## src/rtl/pmcd_pkg.sv

```systemverilog
package pmcd_pkg;
  localparam int unsigned CODE_W = 2;
  localparam int unsigned CNT_W  = 5;

  typedef enum logic [1:0] {
    PM_RUN   = 2'd0,
    PM_SLEEP = 2'd1,
    PM_DEEP  = 2'd2,
    PM_NONE  = 2'd3
  } pm_state_t;

  // Terminal count (ratio minus one) for a setting code.
  function automatic logic [CNT_W-1:0] code_to_limit(input logic [CODE_W-1:0] code);
    case (code)
      2'd0:    code_to_limit = CNT_W'(0);
      2'd1:    code_to_limit = CNT_W'(1);
      2'd2:    code_to_limit = CNT_W'(7);
      default: code_to_limit = CNT_W'(31);
    endcase
  endfunction
endpackage

```

## src/rtl/pmcd_regs.sv

```systemverilog
module pmcd_regs
  import pmcd_pkg::*;
#(
  parameter int unsigned NUM_REGS = 3
) (
  input  logic              clk,
  input  logic              rst_n,
  input  logic              wr_en_i,
  input  logic [1:0]        wr_sel_i,
  input  logic [CODE_W-1:0] wr_data_i,
  input  logic [1:0]        rd_sel_i,
  input  logic [1:0]        use_sel_i,
  output logic [CODE_W-1:0] rd_data_o,
  output logic [CODE_W-1:0] use_code_o
);
  logic [CODE_W-1:0] regs_q [NUM_REGS];

  for (genvar g = 0; g < NUM_REGS; g++) begin : g_reg
    always_ff @(posedge clk) begin
      if (!rst_n)
        regs_q[g] <= '0;
      else if (wr_en_i && (wr_sel_i == 2'(g)))
        regs_q[g] <= wr_data_i;
    end
  end

  always_comb begin
    rd_data_o  = '0;
    use_code_o = '0;
    for (int i = 0; i < NUM_REGS; i++) begin
      if (rd_sel_i == 2'(i))  rd_data_o  = regs_q[i];
      if (use_sel_i == 2'(i)) use_code_o = regs_q[i];
    end
  end

  p_write_lands_r3: assert property (@(posedge clk) disable iff (!rst_n)
    (wr_en_i && wr_sel_i < 2'(NUM_REGS)) |=> (regs_q[$past(wr_sel_i)] == $past(wr_data_i)));

  p_bad_sel_ignored_r4: assert property (@(posedge clk) disable iff (!rst_n)
    (wr_en_i && wr_sel_i == 2'd3) |=>
      ($stable(regs_q[0]) && $stable(regs_q[1]) && $stable(regs_q[2])));
endmodule

```

## src/rtl/pmcd_mode_sel.sv

```systemverilog
module pmcd_mode_sel
  import pmcd_pkg::*;
(
  input  logic       clk,
  input  logic       rst_n,
  input  logic [1:0] mode_i,
  output logic [1:0] eff_sel_o
);
  logic [1:0] last_q;
  logic       valid;

  assign valid     = (mode_i != PM_NONE);
  assign eff_sel_o = valid ? mode_i : last_q;

  always_ff @(posedge clk) begin
    if (!rst_n)     last_q <= PM_RUN;
    else if (valid) last_q <= mode_i;
  end

  p_hold_on_invalid_r7: assert property (@(posedge clk) disable iff (!rst_n)
    (mode_i == PM_NONE) |=> (mode_i == PM_NONE) |-> $stable(eff_sel_o));

  p_sel_is_valid_r2: assert property (@(posedge clk) disable iff (!rst_n)
    eff_sel_o != PM_NONE);
endmodule

```

## src/rtl/pmcd_tick_gen.sv

```systemverilog
module pmcd_tick_gen
  import pmcd_pkg::*;
(
  input  logic              clk,
  input  logic              rst_n,
  input  logic [CODE_W-1:0] req_code_i,
  output logic              tick_o
);
  logic [CODE_W-1:0] active_q;
  logic [CNT_W-1:0]  cnt_q;
  logic [CNT_W-1:0]  limit;

  assign limit  = code_to_limit(active_q);
  assign tick_o = (cnt_q == limit);

  always_ff @(posedge clk) begin
    if (!rst_n) begin
      active_q <= '0;
      cnt_q    <= '0;
    end else if (tick_o) begin
      active_q <= req_code_i;
      cnt_q    <= '0;
    end else begin
      cnt_q    <= cnt_q + 1'b1;
    end
  end

  p_cnt_bound_r1: assert property (@(posedge clk) disable iff (!rst_n)
    cnt_q <= limit);

  p_div1_every_cycle_r5: assert property (@(posedge clk) disable iff (!rst_n)
    (active_q == '0) |-> tick_o);

  p_ratio_held_r6: assert property (@(posedge clk) disable iff (!rst_n)
    !tick_o |=> $stable(active_q));

  p_restart_after_tick_r6: assert property (@(posedge clk) disable iff (!rst_n)
    tick_o |=> (cnt_q == '0));
endmodule

```

## src/rtl/pmode_clk_div.sv

```systemverilog
module pmode_clk_div
  import pmcd_pkg::*;
#(
  parameter int unsigned NUM_REGS = 3
) (
  input  logic       clk,
  input  logic       rst_n,
  input  logic [1:0] mode_i,
  input  logic       wr_en_i,
  input  logic [1:0] wr_sel_i,
  input  logic [1:0] wr_data_i,
  input  logic [1:0] rd_sel_i,
  output logic [1:0] rd_data_o,
  output logic       tick_o
);
  logic [1:0]        eff_sel;
  logic [CODE_W-1:0] use_code;

  pmcd_mode_sel i_mode_sel (
    .clk       (clk),
    .rst_n     (rst_n),
    .mode_i    (mode_i),
    .eff_sel_o (eff_sel)
  );

  pmcd_regs #(.NUM_REGS(NUM_REGS)) i_regs (
    .clk        (clk),
    .rst_n      (rst_n),
    .wr_en_i    (wr_en_i),
    .wr_sel_i   (wr_sel_i),
    .wr_data_i  (wr_data_i),
    .rd_sel_i   (rd_sel_i),
    .use_sel_i  (eff_sel),
    .rd_data_o  (rd_data_o),
    .use_code_o (use_code)
  );

  pmcd_tick_gen i_tick (
    .clk        (clk),
    .rst_n      (rst_n),
    .req_code_i (use_code),
    .tick_o     (tick_o)
  );

  p_reset_tick_r8: assert property (@(posedge clk)
    !rst_n |=> tick_o);
endmodule

```

## config.mk

```make
export PLATFORM = sky130hd
export DESIGN_NAME = pmode_clk_div
export DESIGN_NICKNAME = d
export VERILOG_FILES = /design/src/rtl/pmcd_pkg.sv /design/src/rtl/pmcd_regs.sv /design/src/rtl/pmcd_mode_sel.sv /design/src/rtl/pmcd_tick_gen.sv /design/src/rtl/pmode_clk_div.sv
export SDC_FILE = /design/constraint.sdc
export NUM_CORES = 1
export LEC_CHECK = 0
export BUFFER_PORTS_ARGS = -buffer_cell sky130_fd_sc_hd__buf_2
export CAP_MARGIN = 20
export CORE_MARGIN = 5
export CORE_UTILIZATION = 49
export DETAILED_ROUTE_END_ITERATION = 12
export PLACE_DENSITY = 0.69
export SLEW_MARGIN = 40
export SYNTH_ARGS = -nofsm -noshare
export SYNTH_HDL_FRONTEND = slang
export SYNTH_SLANG_ARGS = --single-unit
```

## constraint.sdc

```tcl
create_clock -name clk -period 3.2 [get_ports clk]
set_input_delay 0.64 -clock clk [delete_from_list [all_inputs] [get_ports clk]]
set_output_delay 0.64 -clock clk [all_outputs]
set_load 0.01 [all_outputs]
```

==> flow_summary.json, run 1 <==
{
  "die_area_sq_um": 2490,
  "power_density_nw_per_um2": 607,
  "max-vdd-ir-drop_uv": 322,
  "gp_congestion": 0.887,
  "critPathBufInv": 1,
  "totalWireLength_microns": 1520,
  "hold_class": "reg -> reg",
  "grt_setup_unrepaired": "no",
  "finalNetCount": 115,
  "r2r_start": "i_tick.cnt_q[0]",
  "core-area_sq_um": 1510,
  "dpl.hpwl_microns": 1210,
  "grt_pass1_wl_microns": 2710,
  "final_max_slew_viol_count": 0,
  "worstSetupEndpointType": "primary output",
  "holdBufCountCts": 0,
  "syn_area_sq_um": 781,
  "ios": 14,
  "ys_seq_area_share_pct": 46.2,
  "drive_above_1_share_pct": 19.6,
  "antenna_found_initial": 0,
  "routedWlPerCell_microns": 12.9,
  "cts_resized": 0,
  "row_count": 14,
  "ff2ff_setup_slack_ps": 1750,
  "diodes": 0,
  "fin_worst_skew_ps": 6.24,
  "synthesis.nets": 98,
  "yosysWarningCount": 0,
  "vias": 659,
  "syn_avg_cell_area_sq_um": 9.08,
  "dr.pass1.iters": 4,
  "die_h_microns": 49.9,
  "cts_tree": "done",
  "period_share_pct": 69.8,
  "grt_overflow_total": 0,
  "cp_slowest_stage_delay_ps": 430,
  "via_per_inst": 5.58,
  "hold_viol_final": 0,
  "cp_top_family": "flip-flops",
  "start_kind": "flop",
  "htreeDepth": 1,
  "grt_pass1_vias": 622,
  "synth_cells": 86,
  "io_buffers": 13,
  "tns_ps": 0,
  "worstSkewPairLatency_ps": 290,
  "path_max_fanout": 5,
  "cp.required_ps": 2560,
  "cts_buffers": 3,
  "cts.sinks": 15,
  "outcome": "finished, final reports clean",
  "slew_headroom_pct": 74.7,
  "crit_slowest_cell": "dfxtp_1",
  "clock_path_buffers": 2,
  "groute.usage.overall_pct": 13.9,
  "root_buffer": "clkbuf_4",
  "period_minus_slack_ps": 2230,
  "area_growth_pct": 13.9,
  "reg2reg_to": "i_tick.active_q[0]",
  "fmax_mhz": 447,
  "netlist.area_leader.share_pct": 23.1,
  "crit_path_end": "tick_o",
  "ys_ff_latch": 15,
  "crit_arrival_ps": 1590,
  "ant_nets": 0,
  "drtIter0Drc": 14,
  "drc": 0,
  "synth_top_area_cell": "dfxtp_1",
  "cts_setup_buffers": 0,
  "ys_types": 28,
  "tightest_slew_ps": 370,
  "die_x_microns": 49.9,
  "initial_utilization_pct": 51.8,
  "path_cells": "xor2_1 > o41a_2 > nor2_1 > buf_2",
  "max_cap_viol_count": 0,
  "ys_top_cells_by_area": "dfxtp_1 23%, edfxtp_1 23%, nor2_1 6.7%, mux2i_1 5.1%, nand2_1 4.3%",
  "reg2regPathDepth": 4,
  "hold_slack_ps": 504,
  "crit_type": "reg -> out",
  "cp.depth": 4,
  "finalSetupViolCount": 0,
  "path_clk_slew_ps": 100,
  "leakagePower_nw": 0.374,
  "critPathLaunch": "i_tick.cnt_q[0]",
  "grt_max_degree": 11
}
Yosys cell counts:
| master | n |
|---|---|
| a311oi_1 | 2 |
| nand3_1 | 2 |
| a21oi_1 | 4 |
| o22ai_1 | 1 |
| nand3b_1 | 3 |
| a21oi_2 | 1 |
| o21ai_2 | 1 |
| nor2_1 | 14 |
| ha_1 | 1 |
| a211o_1 | 1 |
| and2_1 | 1 |
| or4_1 | 1 |
| a221o_1 | 1 |
| o21ai_0 | 6 |
| nand2b_1 | 2 |
| o41a_2 | 1 |
| dfxtp_1 | 9 |
| inv_1 | 4 |
| xnor2_1 | 1 |
| a2111oi_0 | 1 |
| nand2_1 | 9 |
| clkbuf_1 | 1 |
| and3_1 | 3 |
| xor2_1 | 3 |
| edfxtp_1 | 6 |
| nand4_1 | 2 |
| and2_0 | 1 |
| mux2i_1 | 4 |
per-layer routing:
| metal | GRT usage (%) | part of all wire [%] | vias up |
|---|---|---|---|
| li1 | - | - | 345 |
| met1 | 18.9 | 48 | 300 |
| met2 | 20.6 | 46 | 12 |
| met3 | 3.92 | 5.0 | 2 |
| met4 | 5.24 | 0.33 | 0 |
| met5 | 0 | 0 | - |
sequential cells by signal (all words and copies together) (netlist names):
signal,cells
i_mode_sel.last_q,2
i_regs.regs_q,6
i_tick.active_q,2
i_tick.cnt_q,5
cells by family after synthesis:
logic type / synth area share, %
xor gates and xnor gates: 4.49
AOI/OAI and AO/OA: 16.8
DFF: 46.2
muxes: 5.13
adders and majority gates: 1.60
buffers and inverters: 2.40
and+or+nand+nor: 23.4
layout make-up:
cell class | instances | area, sq um
sequential | 15 | 360
inverter | 4 | 15.0
clock buffer | 3 | 22.5
fill | 131 | 617
multi-input combinational | 66 | 402
timing repair buffer | 13 | 65.1
clock inverter | 1 | 5.00
tap | 16 | 20.0
cell usage in the layout (no fill, tap or decap), types with 2 or more instances in the layout:
master / n
a311oi_1: 2
edfxtp_1: 6
nand2b_1: 2
nand4_1: 2
nand2_1: 9
and3_1: 3
nand3_1: 2
nand3b_1: 3
xor2_1: 3
o21ai_0: 6
inv_1: 4
nor2_1: 14
buf_2: 13
clkbuf_4: 3
dfxtp_1: 9
a21oi_1: 4
mux2i_1: 4
power by group:
part           total, mW  switching (mW)  internal (mW)
Clock              0.112          0.0658         0.0464
Sequential         0.260          0.0331          0.227
Combinational      0.168          0.0915         0.0769
how the worst min path moves through the flow:
| stage | start | end | slack [ps] | cells after the start |
|---|---|---|---|---|
| after floorplan | i_tick.cnt_q[0] | i_tick.cnt_q[0] | 450 | 1 |
| after global placement | i_tick.cnt_q[0] | i_tick.cnt_q[0] | 470 | 1 |
| after detailed placement | i_tick.cnt_q[0] | i_tick.cnt_q[0] | 480 | 1 |
| after CTS | i_tick.cnt_q[0] | i_tick.cnt_q[0] | 500 | 1 |
| after global routing | i_tick.cnt_q[0] | i_tick.cnt_q[0] | 530 | 1 |
| final | i_tick.cnt_q[0] | i_tick.cnt_q[0] | 500 | 1 |
stage by stage:
stage | power [mW] | setup WS, ps | instance area (sq um) | cells | utilization, %
3_3_place_gp | 0.428 | 1320 | 862 | 114 | 57.2
3_5_place_dp | 0.432 | 1290 | 862 | 114 | 57.2
5_1_grt | 0.579 | 845 | 890 | 118 | 59.1
4_1_cts | 0.544 | 952 | 890 | 118 | 59.1
2_1_floorplan | 0.381 | 1420 | 781 | 86 | -
6_report | 0.540 | 965 | 890 | 118 | 59.1
(Power assumes the default switching activity.)
==> inputs of run 2 (changes only) <==
- ABC_AREA: default -> 1
- clock period: 3.2 -> 2.31 ns (I/O delays scaled with it)
==> flow_summary.json, run 2 <==
{
  "ant_nets": 0,
  "crit_type": "reg -> out",
  "period_minus_slack_ps": 1740,
  "grt_max_degree": 11,
  "area_growth_pct": 12.3,
  "hold_class": "reg -> reg",
  "max_cap_viol_count": 0,
  "fmax_mhz": 574,
  "critPathBufInv": 2,
  "cp_top_family": "flip-flops",
  "drc": 0,
  "cts_buffers": 3,
  "cts_setup_buffers": 0,
  "die_x_microns": 50.5,
  "outcome": "finished, final reports clean",
  "crit_arrival_ps": 1280,
  "setup_slack_ps": 569,
  "dr.pass1.iters": 4,
  "groute.usage.overall_pct": 13.1,
  "synthMuxAreaShare_pct": 0,
  "yosysWarningCount": 0,
  "finalNetCount": 140,
  "fin_util_pct": 59.1,
  "max-vdd-ir-drop_uv": 505,
  "leakagePower_nw": 0.465,
  "tns_ps": 0,
  "via_per_inst": 5.12,
  "tightest_slew_ps": 225,
  "power_density_nw_per_um2": 819,
  "die_area_sq_um": 2550,
  "largestRegisters": "i_regs.regs_q (6), i_tick.cnt_q (5)",
  "largest_register_ffs": 6,
  "row_count": 14,
  "regMostFlops": "i_regs.regs_q",
  "place_area_sq_um": 873,
  "holdBufCountCts": 0,
  "ff2ff_setup_slack_ps": 1200,
  "synth_top_family_by_area": "simple AND/OR/NAND/NOR gates",
  "synth.cells.most_frequent": "22 x nand2_1, 22 x nand3_1, 20 x nor2_1, 18 x inv_1, 9 x dfxtp_1",
  "drive_above_1_share_pct": 15.7,
  "synth-adder-area-share_pct": 1.56,
  "antenna_found_initial": 0,
  "fin_worst_skew_ps": 2.04,
  "hold_viol_final": 0,
  "grt_pass1_vias": 652,
  "root_buffer": "clkbuf_4",
  "worstSetupEndpointType": "primary output",
  "drtIter0Drc": 5,
  "cts.sinks": 15,
  "ys_ff_latch": 15,
  "dp_slack_ps": 887,
  "period_share_pct": 75.4,
  "final_cell_mix": "22 x nand3_1, 22 x nand2_1, 20 x nor2_1",
  "cp.required_ps": 1850,
  "final_max_slew_viol_count": 0,
  "synth_edf_count": 6,
  "path_cells": "a21oi_1 > nor2_1 > nand3_2 > inv_1 > buf_2",
  "synth_top_area_cell": "dfxtp_1",
  "hold_path_depth": 1,
  "finalSetupViolCount": 0,
  "diodes": 0,
  "ys_types": 16,
  "design_area_sq_um": 901,
  "hold_path_end": "i_tick.cnt_q[0]",
  "core-area_sq_um": 1520,
  "synth-main-ff-cell": "dfxtp_1",
  "cts_resized": 0,
  "final_cells": 143,
  "reg2reg_to": "i_tick.cnt_q[4]",
  "ios": 14,
  "synth_compound_area_share_pct": 2.50,
  "syn_area_sq_um": 802,
  "start_kind": "flop",
  "r2r_start": "i_tick.cnt_q[0]",
  "ys_seq_area_share_pct": 44.9,
  "path_clk_slew_ps": 90,
  "total_power_uw": 738,
  "initial_utilization_pct": 52.6,
  "grt_overflow_total": 0,
  "clock_path_buffers": 2,
  "numPlacedInstances": 139,
  "synthArstFlopShare_pct": 0,
  "path_max_fanout": 6,
  "routedWlPerCell_microns": 10.0,
  "syn_avg_cell_area_sq_um": 7.23,
  "gp_congestion": 0.823,
  "totalWireLength_microns": 1440,
  "slew_headroom_pct": 85.0,
  "netlist.area_leader.share_pct": 22.5,
  "cts_tree": "done",
  "cp_slowest_stage_delay_ps": 410,
  "dpl.hpwl_microns": 1180,
  "synth_cells": 111,
  "htreeDepth": 1,
  "fill_cells": 149,
  "synthXorXnorAreaFrac_pct": 1.09,
  "ys_top_cells_by_area": "dfxtp_1 22%, edfxtp_1 22%, nand3_1 14%, nand2_1 10%, nor2_1 9.4%",
  "hold_slack_ps": 507,
  "hp-start": "i_tick.cnt_q[0]",
  "die_h_microns": 50.5,
  "synthesis.nets": 123,
  "worstSkewPairLatency_ps": 280,
  "io_buffers": 13,
  "reg2regPathDepth": 6,
  "vias": 732,
  "yosys.area_share.simple_pct": 39.8,
  "crit_slowest_cell": "dfxtp_1",
  "grt_pass1_wl_microns": 2540,
  "grt_setup_unrepaired": "no"
}
-- run 2: cell count changes after synthesis, sizes merged, moves of 3 or more --
cell	previous run	this run
inv	4	18
nor2	14	20
mux2i	4	0
nand3	2	23
nand3b	3	0
and3	3	0
nand2	9	23
o21ai	7	1
-- run 2: power by group --
part           internal, mW  total [mW]  switching [mW]
clock                0.0643       0.151          0.0869
sequential            0.313       0.346          0.0328
combinational        0.0908       0.241           0.150
-- run 2: layout make-up --
type | count | area, sq um | share of cell area [%]
repair buffers | 13 | 65.1 | 7.22
flip-flops and latches | 15 | 360 | 40.0
inverters | 18 | 67.6 | 7.50
multi-input cells | 77 | 360 | 40.0
well taps | 16 | 20.0 | 2.22
clock inverters | 1 | 5.00 | 0.556
clock buffers | 3 | 22.5 | 2.50
-- run 2: layer usage --
layer	vias to the layer above	share of wire [%]	GRT usage, %
li1	391	-	-
met1	323	47	15.7
met2	14	46	20.7
met3	4	5.5	3.55
met4	0	2.0	7.66
met5	-	0	0
-- run 2: cells by family after synthesis --
group / after synthesis
adder cells (fa/ha/maj): 1
flip-flops: 15
buffers and inverters: 19
AO/OA/AOI/OAI: 4
AND/OR/NAND/NOR: 71
XOR/XNOR: 1
-- run 2: worst max path at each step --
stage	cells after the start	slack [ps]	start	endpoint
2_1_floorplan	4	1040	i_tick.cnt_q[2]	tick_o
3_3_place_gp	5	910	rd_sel_i[0]	rd_data_o[1]
3_5_place_dp	5	890	i_tick.cnt_q[2]	tick_o
4_1_cts	5	560	i_tick.cnt_q[2]	tick_o
5_1_grt	5	380	i_tick.cnt_q[2]	tick_o
6_report	5	570	i_tick.cnt_q[2]	tick_o
-- run 2: worst reg2reg max path, cell delays in order (launching register included) --
cell	delay (ps)
dfxtp_1	420
ha_1	200
nand2_1	60
inv_1	70
nand2_1	60
xor2_1	130
nor2_1	60
==> inputs of run 3 (changes only) <==
- CORE_UTILIZATION: 49 -> 47
- clock period: 2.31 -> 1.6 ns (I/O delays scaled with it)
==> flow_summary.json, run 3 (same netlist as run 2, synthesis figures left out) <==
{
  "outcome": "finished, final reports clean",
  "die_x_microns": 51.3,
  "diodes": 0,
  "slew_headroom_pct": 85.8,
  "htreeDepth": 1,
  "drtIter0Drc": 17,
  "largestRegisters": "i_regs.regs_q (6), i_tick.cnt_q (5)",
  "finalNetCount": 142,
  "largest_register_ffs": 6,
  "io_buffers": 13,
  "cts_tree": "done",
  "grt_pass1_wl_microns": 2570,
  "cts.sinks": 15,
  "gp_congestion": 0.733,
  "path_clk_slew_ps": 80,
  "finalSetupViolCount": 0,
  "max-vdd-ir-drop_uv": 677,
  "setup_slack_ps": 86.1,
  "area_growth_pct": 16.8,
  "layout_commonest_cell": "nand3_1",
  "crit_arrival_ps": 1190,
  "cts_buffers": 3,
  "worstSetupEndpointType": "primary output",
  "die_h_microns": 51.3,
  "worstSkewPairLatency_ps": 280,
  "power_density_nw_per_um2": 1240,
  "fin_worst_skew_ps": 0.224,
  "dr.pass1.iters": 4,
  "groute.usage.overall_pct": 12.8,
  "root_buffer": "clkbuf_4",
  "grt_overflow_total": 0,
  "crit_type": "reg -> out",
  "core-area_sq_um": 1670,
  "initial_utilization_pct": 48.0,
  "grt_max_degree": 11,
  "antenna_found_initial": 0,
  "period_minus_slack_ps": 1510,
  "dp_slack_ps": 324,
  "start_kind": "flop",
  "routedWlPerCell_microns": 9.95,
  "final_cells": 146,
  "die_area_sq_um": 2630,
  "drc": 0,
  "grt_pass1_vias": 657,
  "path_max_fanout": 4,
  "hold_viol_final": 0,
  "fill_cells": 162,
  "max_cap_viol_count": 0,
  "drive_above_1_share_pct": 23.3,
  "leakagePower_nw": 0.476,
  "period_share_pct": 94.6,
  "cp.required_ps": 1280,
  "via_per_inst": 4.98,
  "vias": 727,
  "ant_nets": 0,
  "total_power_mw": 1.16,
  "tns_ps": 0,
  "tightest_slew_ps": 213,
  "ios": 14,
  "numPlacedInstances": 140,
  "final_max_slew_viol_count": 0,
  "hold_class": "in -> reg",
  "clock_path_buffers": 2,
  "regMostFlops": "i_regs.regs_q",
  "fmax_mhz": 661,
  "holdBufCountCts": 0,
  "final_cell_mix": "22 x nand3_1, 21 x nand2_1, 18 x nor2_1",
  "totalWireLength_microns": 1450,
  "dpl.hpwl_microns": 1150,
  "fin_util_pct": 56.1,
  "row_count": 15
}
==> run 3: cell types whose count changed in the layout (fill, tap and decap cells not counted), moves of 2 or more <==
cell and delta:
nor2_2 +2, dfxtp_1 -5, dfxtp_2 +5, nor2_1 -2, buf_4 +2
==> run 3: worst paths after layout <==
| check | from | slack (ps) | cells after the start | end |
|---|---|---|---|---|
| max | i_tick.cnt_q[1] | 90 | 5 | tick_o |
| min | rst_n | 360 | 3 | i_tick.active_q[0] |
| min reg2reg | i_tick.cnt_q[3] | 500 | 2 | i_tick.cnt_q[3] |
| max reg2reg | i_tick.cnt_q[1] | 470 | 6 | i_tick.active_q[1] |
==> run 3: per-stage QoR <==
stage               hold slack, ps  instance area, sq um
global route                   352                   937
CTS                            360                   911
finish                         360                   937
detailed placement             472                   875
global placement               468                   875
floorplan                      438                   802
==> run 3: where the power goes <==
group          internal, mW  switching, mW  total [mW]
Clock                0.0969          0.118       0.215
Sequential            0.456         0.0475       0.504
Combinational         0.199          0.247       0.446
Total                 0.752          0.412        1.16
==> run 3: timing repair <==
action / CTS / global route
cloned: 0 / 0
setup endpoints to repair: 1 / 1
hold endpoints to repair: 0 / 0
resized for setup: 2 / 8
buffers inserted: 0 / 2
pin swaps: 1 / 2
==> run 3: layout make-up <==
cell class                 count  area, sq um  share of cell area, %
timing repair buffer          15         80.1                   8.54
multi-input combinational     77          375                   40.1
clock buffer                   4         26.3                   2.80
tap                           17         21.3                   2.27
inverter                      18         67.6                   7.21
sequential                    15          367                   39.1
==> run 3: routing by layer <==
layer  part of all wire (%)  GRT usage [%]
met5                      0              0
met4                    2.6           6.55
met3                    4.4           2.62
met2                     51           22.3
met1                     42           14.7
==> run 3: worst max-delay path: stages, from the launching register on <==
cell and delay [ps]:
dfxtp_1 390, a21oi_1 90, nor2_2 160, nand3_4 100, inv_1 50, buf_2 110
